`src/rtl/canbo_pkg.sv`:
```
package canbo_pkg;

    typedef struct packed {
        logic busoff;
        logic hold;
        logic done;
    } ctl_state_t;

endpackage

```
`src/rtl/canbo_run_cnt.sv`:
```
module canbo_run_cnt #(
    parameter int RUN_LEN = 11
) (
    input  logic clk,
    input  logic rst_n,
    input  logic clear,
    input  logic enable,
    input  logic strobe,
    input  logic rx_bit,
    output logic run_done
);
    localparam int W = $clog2(RUN_LEN + 1);

    logic [W-1:0] run_d, run_q;

    always_comb begin
        run_done = enable && strobe && rx_bit && (run_q == W'(RUN_LEN - 1));
        run_d    = run_q;
        if (clear) begin
            run_d = '0;
        end else if (enable && strobe) begin
            if (!rx_bit || run_done) run_d = '0;
            else                     run_d = run_q + 1'b1;
        end
    end

    always_ff @(posedge clk or negedge rst_n) begin
        if (!rst_n) run_q <= '0;
        else        run_q <= run_d;
    end

    assert_run_bounded_R3: assert property (@(posedge clk) disable iff (!rst_n)
        run_q < W'(RUN_LEN));

    assert_gap_ignored_R3: assert property (@(posedge clk) disable iff (!rst_n)
        (!strobe && !clear) |=> $stable(run_q));

    assert_dominant_restart_R4: assert property (@(posedge clk) disable iff (!rst_n)
        (enable && strobe && !rx_bit) |=> (run_q == '0));

endmodule

```
`src/rtl/canbo_occ_cnt.sv`:
```
module canbo_occ_cnt #(
    parameter int OCC_TARGET = 128
) (
    input  logic clk,
    input  logic rst_n,
    input  logic clear,
    input  logic inc,
    output logic full
);
    localparam int W = $clog2(OCC_TARGET + 1);

    logic [W-1:0] occ_d, occ_q;

    always_comb begin
        full  = (occ_q == W'(OCC_TARGET));
        occ_d = occ_q;
        if (clear)             occ_d = '0;
        else if (inc && !full) occ_d = occ_q + 1'b1;
    end

    always_ff @(posedge clk or negedge rst_n) begin
        if (!rst_n) occ_q <= '0;
        else        occ_q <= occ_d;
    end

    assert_occ_saturate_R8: assert property (@(posedge clk) disable iff (!rst_n)
        occ_q <= W'(OCC_TARGET));

    assert_occ_kept_R4: assert property (@(posedge clk) disable iff (!rst_n)
        (!clear && !inc) |=> $stable(occ_q));

    assert_full_sticky_R8: assert property (@(posedge clk) disable iff (!rst_n)
        (full && !clear) |=> full);

endmodule

```
`src/rtl/canbo_recovery.sv`:
```
module canbo_recovery #(
    parameter int RUN_LEN    = 11,
    parameter int OCC_TARGET = 128
) (
    input  logic clk,
    input  logic rst_n,
    input  logic bit_strobe,
    input  logic rx_bit,
    input  logic busoff_enter,
    input  logic user_mode,
    input  logic hold_clear,
    output logic busoff,
    output logic hold,
    output logic recover_done
);
    import canbo_pkg::*;

    ctl_state_t st_d, st_q;
    logic run_done, count_full, recover_ok, cnt_clear;

    canbo_run_cnt #(.RUN_LEN(RUN_LEN)) u_run (
        .clk      (clk),
        .rst_n    (rst_n),
        .clear    (cnt_clear),
        .enable   (st_q.busoff),
        .strobe   (bit_strobe),
        .rx_bit   (rx_bit),
        .run_done (run_done)
    );

    canbo_occ_cnt #(.OCC_TARGET(OCC_TARGET)) u_occ (
        .clk   (clk),
        .rst_n (rst_n),
        .clear (cnt_clear),
        .inc   (run_done),
        .full  (count_full)
    );

    always_comb begin
        recover_ok = st_q.busoff && count_full && (!user_mode || !st_q.hold)
                     && !busoff_enter;
        cnt_clear  = busoff_enter || recover_ok;

        st_d      = st_q;
        st_d.done = 1'b0;
        if (busoff_enter) begin
            st_d.busoff = 1'b1;
            st_d.hold   = 1'b1;
        end else begin
            if (hold_clear) st_d.hold = 1'b0;
            if (recover_ok) begin
                st_d.busoff = 1'b0;
                st_d.hold   = 1'b0;
                st_d.done   = 1'b1;
            end
        end
    end

    always_ff @(posedge clk or negedge rst_n) begin
        if (!rst_n) st_q <= '0;
        else        st_q <= st_d;
    end

    assign busoff       = st_q.busoff;
    assign hold         = st_q.hold;
    assign recover_done = st_q.done;

    assert_entry_sets_R2: assert property (@(posedge clk) disable iff (!rst_n)
        busoff_enter |=> (busoff && hold));

    assert_leave_needs_count_R5: assert property (@(posedge clk) disable iff (!rst_n)
        $fell(busoff) |-> (recover_done && $past(count_full)));

    assert_user_gate_R6: assert property (@(posedge clk) disable iff (!rst_n)
        (recover_done && $past(user_mode)) |-> !$past(hold));

    assert_done_single_R9: assert property (@(posedge clk) disable iff (!rst_n)
        recover_done |=> !recover_done);

    assert_done_edge_R9: assert property (@(posedge clk) disable iff (!rst_n)
        recover_done |-> (!busoff && $past(busoff)));

    assert_entry_wins_R10: assert property (@(posedge clk) disable iff (!rst_n)
        busoff_enter |=> !recover_done);

endmodule

```
`config.mk`:
```
export PLATFORM = sky130hd
export DESIGN_NAME = canbo_recovery
export DESIGN_NICKNAME = d
export VERILOG_FILES = /design/src/rtl/canbo_pkg.sv /design/src/rtl/canbo_run_cnt.sv /design/src/rtl/canbo_occ_cnt.sv /design/src/rtl/canbo_recovery.sv
export SDC_FILE = /design/constraint.sdc
export NUM_CORES = 1
export LEC_CHECK = 0
export BUFFER_PORTS_ARGS = -buffer_cell sky130_fd_sc_hd__buf_2
export CAP_MARGIN = 10
export CORE_UTILIZATION = 59
export CTS_BUF_LIST = sky130_fd_sc_hd__clkbuf_2
export CTS_CLUSTER_DIAMETER = 80
export DETAILED_ROUTE_END_ITERATION = 12
export HOLD_SLACK_MARGIN = 0.05
export PLACE_DENSITY = 0.77
export SYNTH_ARGS = -nofsm -noshare
export SYNTH_HDL_FRONTEND = slang
export SYNTH_SLANG_ARGS = --single-unit
```
`constraint.sdc`:
```
create_clock -name clk -period 2.05 [get_ports clk]
set_input_delay 0.3075 -clock clk [delete_from_list [all_inputs] [get_ports clk]]
set_output_delay 0.3075 -clock clk [all_outputs]
set_load 0.005 [all_outputs]
```
# Word-level counts from Yosys, hierarchy flattened
# Index checks and enable logic that the tools add are counted.
# classes
add_sub_neg,2
n_eq_ne,2
muxes,9
reduce_logical,19
# op_table
operator,n
$mux 8,2
$mux 4,3
$add 8x1->8 const B,1
$eq 8x8->1 const B,1
$logic_and 1x1->1,7
$reduce_bool 2->1,3
$logic_not 1->1,5
$add 4x1->4 const B,1
$eq 4x4->1 const B,1
$logic_or 1x1->1,3
$mux 3,1
$reduce_bool 3->1,1
$mux 1,2
$mux 2,1
# totals
ff_bits,15
in_bits,7
out_inout_bits,3
word_cells,37

# Logic depth before layout (Yosys ltp)
# Gate-level depths: netlist of the first run.
# logic_depth
ltp_word,7
mapped_depth,7
depth_no_buf,6

# By module
# Synthesis of the first run repeated with hierarchy kept, for this count alone.
# unflattened
cells_unflattened,85
hier_area_um2,870.8
# by_module_without_submodules
mod,instances,cells_each,area_per_inst_um2,seq_area_each_um2
canbo_occ_cnt,1,46,444.2,200.2
canbo_run_cnt,1,27,297.8,100.1
canbo_recovery,1,12,128.9,75.1

# Worst setup path before layout of the first run
# Ideal clock, no wire load.
# synth_timing
path_type,register to register
from,register u_occ.occ_q[0]
to,register u_occ.occ_q[1]
setup_time_ps,119
arrival_ps,1403
required_ps,1931
setup_slack_ps,528
path_stages_with_launch,7
path_buffers,0
synth_period_minus_slack_ps,1522
cell_sequence,dfrtp_1 > inv_1 > ha_1 > and3b_1 > a211oi_2 > mux2i_1 > nor2_2
# synth_via
elab_chain_cells,6
word_cells_on_any_way,11
cone_classes,add/sub: 1; eq/ne: 1; mux: 2; reduce/logical: 7
# synth_lines
element,line,text
from (decl),canbo_occ_cnt.sv:12,"logic [W-1:0] occ_d, occ_q;"
"parallel branches: the longest is 6 deep, another holds $add 8x1->8",n/a,
# Several ways; the timed one is not identified. The select of a mux whose other input is x is not followed.
# A chain may end at the register's enable or synchronous reset.

# Worst setup path in the final report of the first run
# Ends and elaborated chain as after synthesis.

==> results of run 1 <==
## logic make-up after synthesis
kind of cell    synth area share, %
buf+inv                        4.35
flops                          42.1
compound gates                 10.1
simple gates                   29.8
mux                            1.12
fa+ha+maj                      5.62
xor+xnor                       6.88
## cell usage in the layout (no fill, tap or decap), drive strengths merged
cell / synthesis / final
dfrtp: 15 / 15
nand2: 10 / 10
buf: 1 / 9
nor2: 9 / 9
xnor2: 7 / 7
inv: 5 / 5
nand3: 4 / 4
ha: 4 / 4
nor4: 4 / 4
a21oi: 4 / 4
or3: 3 / 3
clkbuf: 0 / 3
a21o: 2 / 2
nor3: 2 / 2
a211oi: 2 / 2
nand4: 2 / 2
o21ai: 2 / 2
and3b: 1 / 1
nand2b: 1 / 1
nand4b: 1 / 1
nor2b: 1 / 1
a31o: 1 / 1
mux2i: 1 / 1
clkinv: 0 / 1
dlygate4sd3: 0 / 1
## stage by stage
step | util (%) | hold WS (ns) | total power [mW] | setup slack, ns | cell area [um^2]
detailed placement | 69.2 | 0.225 | 0.344 | 0.387 | 935
finish | 71.5 | 0.171 | 0.488 | 0.354 | 965
global placement | 69.2 | 0.228 | 0.344 | 0.433 | 935
global route | 71.5 | 0.183 | 0.502 | 0.255 | 965
CTS | 71.5 | 0.161 | 0.493 | 0.367 | 965
floorplan | - | 0.0119 | 0.330 | 0.528 | 891
## registers in the layout, indices dropped and copies added (netlist names)
| register | flops |
|---|---|
| busoff | 1 |
| hold | 1 |
| recover_done | 1 |
| u_occ.occ_q | 8 |
| u_run.run_q | 4 |
## path summary, 6_finish.rpt
path	startpoint	to	slack [ns]	cells after the start
worst max-delay path	u_occ.occ_q[0]	u_occ.occ_q[1]	0.35	6
worst min-delay path	busoff_enter	recover_done	0.17	2
worst max register to register	u_occ.occ_q[0]	u_occ.occ_q[1]	0.35	6
worst min register to register	hold	hold	0.58	1
max in group asynchronous	rst_n	u_occ.occ_q[1]	1.36	2
min in group asynchronous	rst_n	busoff	0.42	2
## power breakdown
| group | total, mW | switching, mW | internal (mW) |
|---|---|---|---|
| sequential | 0.302 | 0.00292 | 0.299 |
| combinational | 0.0381 | 0.0247 | 0.0133 |
| clock | 0.148 | 0.104 | 0.0442 |
| total | 0.488 | 0.131 | 0.356 |
## per-layer routing
layer	up-vias	global-route usage, %	wire (um)
met3	2	3.26	40
met2	10	35.5	674
met1	298	28.5	729
li1	308	-	-
met5	-	0	0
met4	0	10.0	25
## synthesized netlist by cell type (2+ instances only)
| library cell | n |
|---|---|
| nand3_1 | 4 |
| nand2_1 | 10 |
| inv_1 | 5 |
| xnor2_1 | 7 |
| a21o_1 | 2 |
| a21oi_2 | 3 |
| nor4_2 | 3 |
| ha_1 | 4 |
| dfrtp_1 | 15 |
| nor3_1 | 2 |
| a211oi_2 | 2 |
| or3_1 | 3 |
| nor2_2 | 8 |
## final cells by class
| type | count | area (um^2) | share of cell area (%) |
|---|---|---|---|
| Tap cell | 15 | 18.8 | 1.95 |
| Clock buffer | 3 | 15.0 | 1.56 |
| Timing Repair Buffer | 10 | 55.1 | 5.71 |
| Multi-Input combinational cell | 61 | 477 | 49.4 |
| Clock inverter | 1 | 5.00 | 0.519 |
| Sequential cell | 15 | 375 | 38.9 |
| Inverter | 5 | 18.8 | 1.95 |
## worst max-delay path: cells and delay by family, from the launching register on
kind	cells	cell delay [ns]
flip-flops	1	0.44
AND/OR/NAND/NOR	2	0.27
multiplexers	1	0.26
AO/OA/AOI/OAI	1	0.34
adder cells (fa/ha/maj)	1	0.20
buffers and inverters	1	0.09
==> impl_metrics.csv, run 1 <==
group,metric,value,unit
timing,rsz0062_at_grt,"no",
global_routing,grt.total_usage,22.0,%
worst_setup_path,cp_cell_sequence,"inv_1 -> ha_1 -> and3b_1 -> a211oi_2 -> mux2i_1 -> nor2_2",
timing,relSlewSlack,76.2,%
die,ioPinCount,10,
worst_setup_path,critPathSlowestCell,"dfrtp_1",
global_routing,grt_max_degree,16,
cells_and_area,fin_cells,110,
cells_and_area,layout-drive-gt1-share,34.7,%
yosys,async_flop_share,100,%
timing,tns,0,ns
yosys,netlist_area,891,um^2
drt,wl_per_cell,13.4,um
drt,route.detailed.drc,0,
clock_network,cts_inserted_buffers,3,
timing,timing.final.max_slew_violations,0,
placement,io_buffer_count,9,
cells_and_area,area_growth,8.29,%
placement,gp_congestion,0.796,
global_routing,first_global_vias,564,
power,leakagePower,0.393,nW
worst_setup_path,critPathKind,"reg2reg",
die,die_area,1670,um^2
placement,place_inst,105,
global_routing,grt_overflow_total,0,
drt,wirelength,1470,um
drt,drt_first_iter_violations,4,
clock_network,ctsHtreeMaxLevel,1,
yosys,synth_edf_count,0,
drt,via_count,618,
cells_and_area,antennaDiodeCount,0,
yosys,syn_area_per_cell,10.9,um^2
outcome,status,"completed",
min_path,hold_class,"in2reg",
timing,fin_skew,0.00907,ns
clock_network,cts_tree,"done",
power,peakVddDrop,0.000381,V
die,core.rowCount,13,
timing,min_period,1.70,ns
placement,dp_hpwl,1080,um
yosys,synth.area.top_cells,"dfrtp_1 42%, xnor2_1 6.9%, ha_1 5.6%, nor2_2 5.6%, nand2_1 4.2%",
yosys,synth-seq-cells,15,
global_routing,grt_pass1_wl,2340,um
timing,hold_violations,0,
clock_network,postCtsSetupBuffers,0,
yosys,synth_cells,82,
die,die_h,40.9,um
yosys,yosysSeqAreaShare,42.1,%
clock_network,cts_buffer_depth,2,
clock_network,cts-root-buf,"clkbuf_2",
drt,ant_nets,0,
worst_setup_path,cp-end-kind,"flop",
global_routing,antenna_found_initial,0,
timing,finalSetupViolations,0,
clock_network,ctsHoldBuffers,1,
cells_and_area,final_nets,107,
timing,clock.fmax,590,MHz
yosys,synth_warnings,0,
die,start_util,66.0,%
worst_setup_path,max_stage_delay,0.44,ns
yosys,synth_ff_type,"dfrtp_1",
drt,vias_per_cell,5.62,
job,drv_cap,0,
worst_setup_path,crit_fanout,4,
yosys,netlist.area_leader.share,42.1,%
power,powerDensity,505,nW/um^2
worst_setup_path,cp.arrival,1.89,ns
die,core_area,1350,um^2
yosys,yosys.area.top_type,"dfrtp_1",
yosys,synth_cell_types,27,
clock_network,path_clk_slew,0.16,ns
timing,tightest_slew,0.357,ns
yosys,syn-num-nets,93,
clock_network,cts_sinks,15,
clock_network,cts_resized,0,
die,die_width,40.9,um
timing,period_share,82.7,%
worst_setup_path,worst_setup_path_start_kind,"flop",
clock_network,insertion_delay,0.30,ns
drt,dr.pass1.iters,3,
cells_and_area,fillers,104,
worst_setup_path,required,2.24,ns
Power figures use the tool's default switching activity.
==> run 2, diff against run 1 <==
==> constraint.sdc (replaced) <==
create_clock -name clk -period 1.7 [get_ports clk]
set_input_delay 0.255 -clock clk [delete_from_list [all_inputs] [get_ports clk]]
set_output_delay 0.255 -clock clk [all_outputs]
set_load 0.005 [all_outputs]
==> run 2 against run 1 <==
Die area unchanged. Clock-buffer cell count is the same. Register-to-register slack worse by 0.26 ns. Sequential cell count did not move.
==> impl_metrics.csv, run 2 (same netlist as run 1, synthesis figures left out) <==
group,metric,value,unit
cells_and_area,fin_cells,113,
timing,timing.final.max_slew_violations,0,
clock_network,ctsHtreeMaxLevel,1,
global_routing,grt.total_usage,20.7,%
global_routing,antenna_found_initial,0,
global_routing,first_global_vias,549,
die,die_area,1670,um^2
cells_and_area,mostFrequentLayoutCells,"15 x dfrtp_1, 10 x nand2_1, 9 x buf_2",
drt,via_count,629,
timing,whs,0.131,ns
worst_setup_path,cp.arrival,1.80,ns
drt,dr.pass1.iters,4,
cells_and_area,final_cell_area,987,um^2
clock_network,cts_buffer_depth,2,
cells_and_area,final_nets,110,
placement,place_inst,107,
timing,clock.fmax,624,MHz
die,die_width,40.9,um
timing,tns,0,ns
timing,finalSetupViolations,0,
die,core.rowCount,13,
worst_setup_path,crit_family,"flip-flops",
timing,rsz0062_at_grt,"no",
timing,period_share,94.2,%
clock_network,cts-root-buf,"clkbuf_2",
clock_network,cts_sinks,15,
drt,wirelength,1550,um
drt,drt_first_iter_violations,21,
timing,fin_skew,0.00593,ns
cells_and_area,layout_commonest_cell,"dfrtp_1",
placement,io_buffer_count,9,
cells_and_area,layout-drive-gt1-share,36.7,%
die,core_area,1350,um^2
worst_setup_path,cp-end-kind,"flop",
outcome,status,"completed",
global_routing,grt_max_degree,16,
clock_network,cts_tree,"done",
global_routing,grt_overflow_total,0,
worst_setup_path,cp.buffers_inverters,1,
power,leakagePower,0.408,nW
cells_and_area,area_growth,10.8,%
min_path,hold_class,"in2reg",
worst_setup_path,critPathKind,"reg2reg",
cells_and_area,reg.largest.list,"u_occ.occ_q x8, u_run.run_q x4",
power,peakVddDrop,0.000460,V
timing,hold_violations,0,
die,start_util,66.0,%
clock_network,cts_resized,0,
global_routing,grt_pass1_wl,2150,um
placement,gp_congestion,0.845,
die,ioPinCount,10,
job,drv_cap,0,
worst_setup_path,cp_cell_sequence,"inv_1 -> ha_1 -> and3b_1 -> a211oi_2 -> mux2i_1 -> nor2_2",
drt,ant_nets,0,
drt,route.detailed.drc,0,
power,powerDensity,594,nW/um^2
worst_setup_path,crit_fanout,4,
worst_setup_path,critPathSlowestCell,"dfrtp_1",
worst_setup_path,max_stage_delay,0.42,ns
cells_and_area,antennaDiodeCount,0,
cells_and_area,largest-register,"u_occ.occ_q",
die,die_h,40.9,um
timing,min_period,1.60,ns
timing,tightest_slew,0.334,ns
worst_setup_path,worst_setup_path_start_kind,"flop",
clock_network,path_clk_slew,0.15,ns
placement,place_area,950,um^2
placement,dp_hpwl,1160,um
drt,wl_per_cell,13.7,um
clock_network,cts_inserted_buffers,3,
worst_setup_path,required,1.90,ns
timing,relSlewSlack,77.7,%
clock_network,insertion_delay,0.29,ns
drt,vias_per_cell,5.57,
cells_and_area,largest_reg_flops,8,
run 2: cell type report:
class | count | area (um^2)
timing repair buffer | 13 | 77.6
tap | 15 | 18.8
clock inverter | 1 | 5.00
fill | 99 | 363
inverter | 5 | 18.8
sequential | 15 | 375
clock buffer | 3 | 15.0
multi-input combinational | 61 | 477
run 2: final timing paths:
check | from | depth (start not counted) | endpoint | slack (ns)
worst max-delay path | u_occ.occ_q[1] | 6 | u_occ.occ_q[1] | 0.1
worst min-delay path | busoff_enter | 2 | recover_done | 0.13
worst max register to register | u_occ.occ_q[1] | 6 | u_occ.occ_q[1] | 0.1
worst min register to register | hold | 1 | hold | 0.58
max in group asynchronous | rst_n | 2 | u_occ.occ_q[1] | 1.09
min in group asynchronous | rst_n | 2 | recover_done | 0.37
run 2: worst register-to-register path, cell delays in order, from the launching register on:
cell	delay [ns]
dfrtp_1	0.42
inv_1	0.08
ha_1	0.18
and3b_1	0.23
a211oi_2	0.31
mux2i_1	0.25
nor2_2	0.05
run 2: report_power, final:
group / internal, mW / total, mW / switching [mW]
clock network: 0.0532 / 0.172 / 0.119
logic: 0.0191 / 0.0498 / 0.0307
registers: 0.360 / 0.364 / 0.00342
total: 0.433 / 0.586 / 0.153
run 2: metrics by stage:
| stage | setup slack [ns] | total power [mW] | util (%) |
|---|---|---|---|
| final | 0.0980 | 0.586 | 73.1 |
| after detailed placement | 0.0658 | 0.419 | 70.3 |
| after CTS | 0.0477 | 0.597 | 72.6 |
| after floorplan | 0.178 | 0.398 | - |
| after global placement | 0.131 | 0.418 | 70.3 |
| after global routing | 0.0137 | 0.610 | 73.1 |
run 2: what timing repair did:
item / 4_1_cts / 5_1_grt
hold buffers: 1 / 0
setup buffers: 0 / 1
hold endpoints to repair: 15 / 0
setup endpoints to repair: 0 / 1
run 2: per-layer routing:
metal	global-route usage (%)	part of all wire (%)	vias up
li1	-	-	317
met1	23.9	47	296
met2	35.2	49	12
met3	3.26	2.8	4
met4	12.5	1.9	0
met5	0	0	-
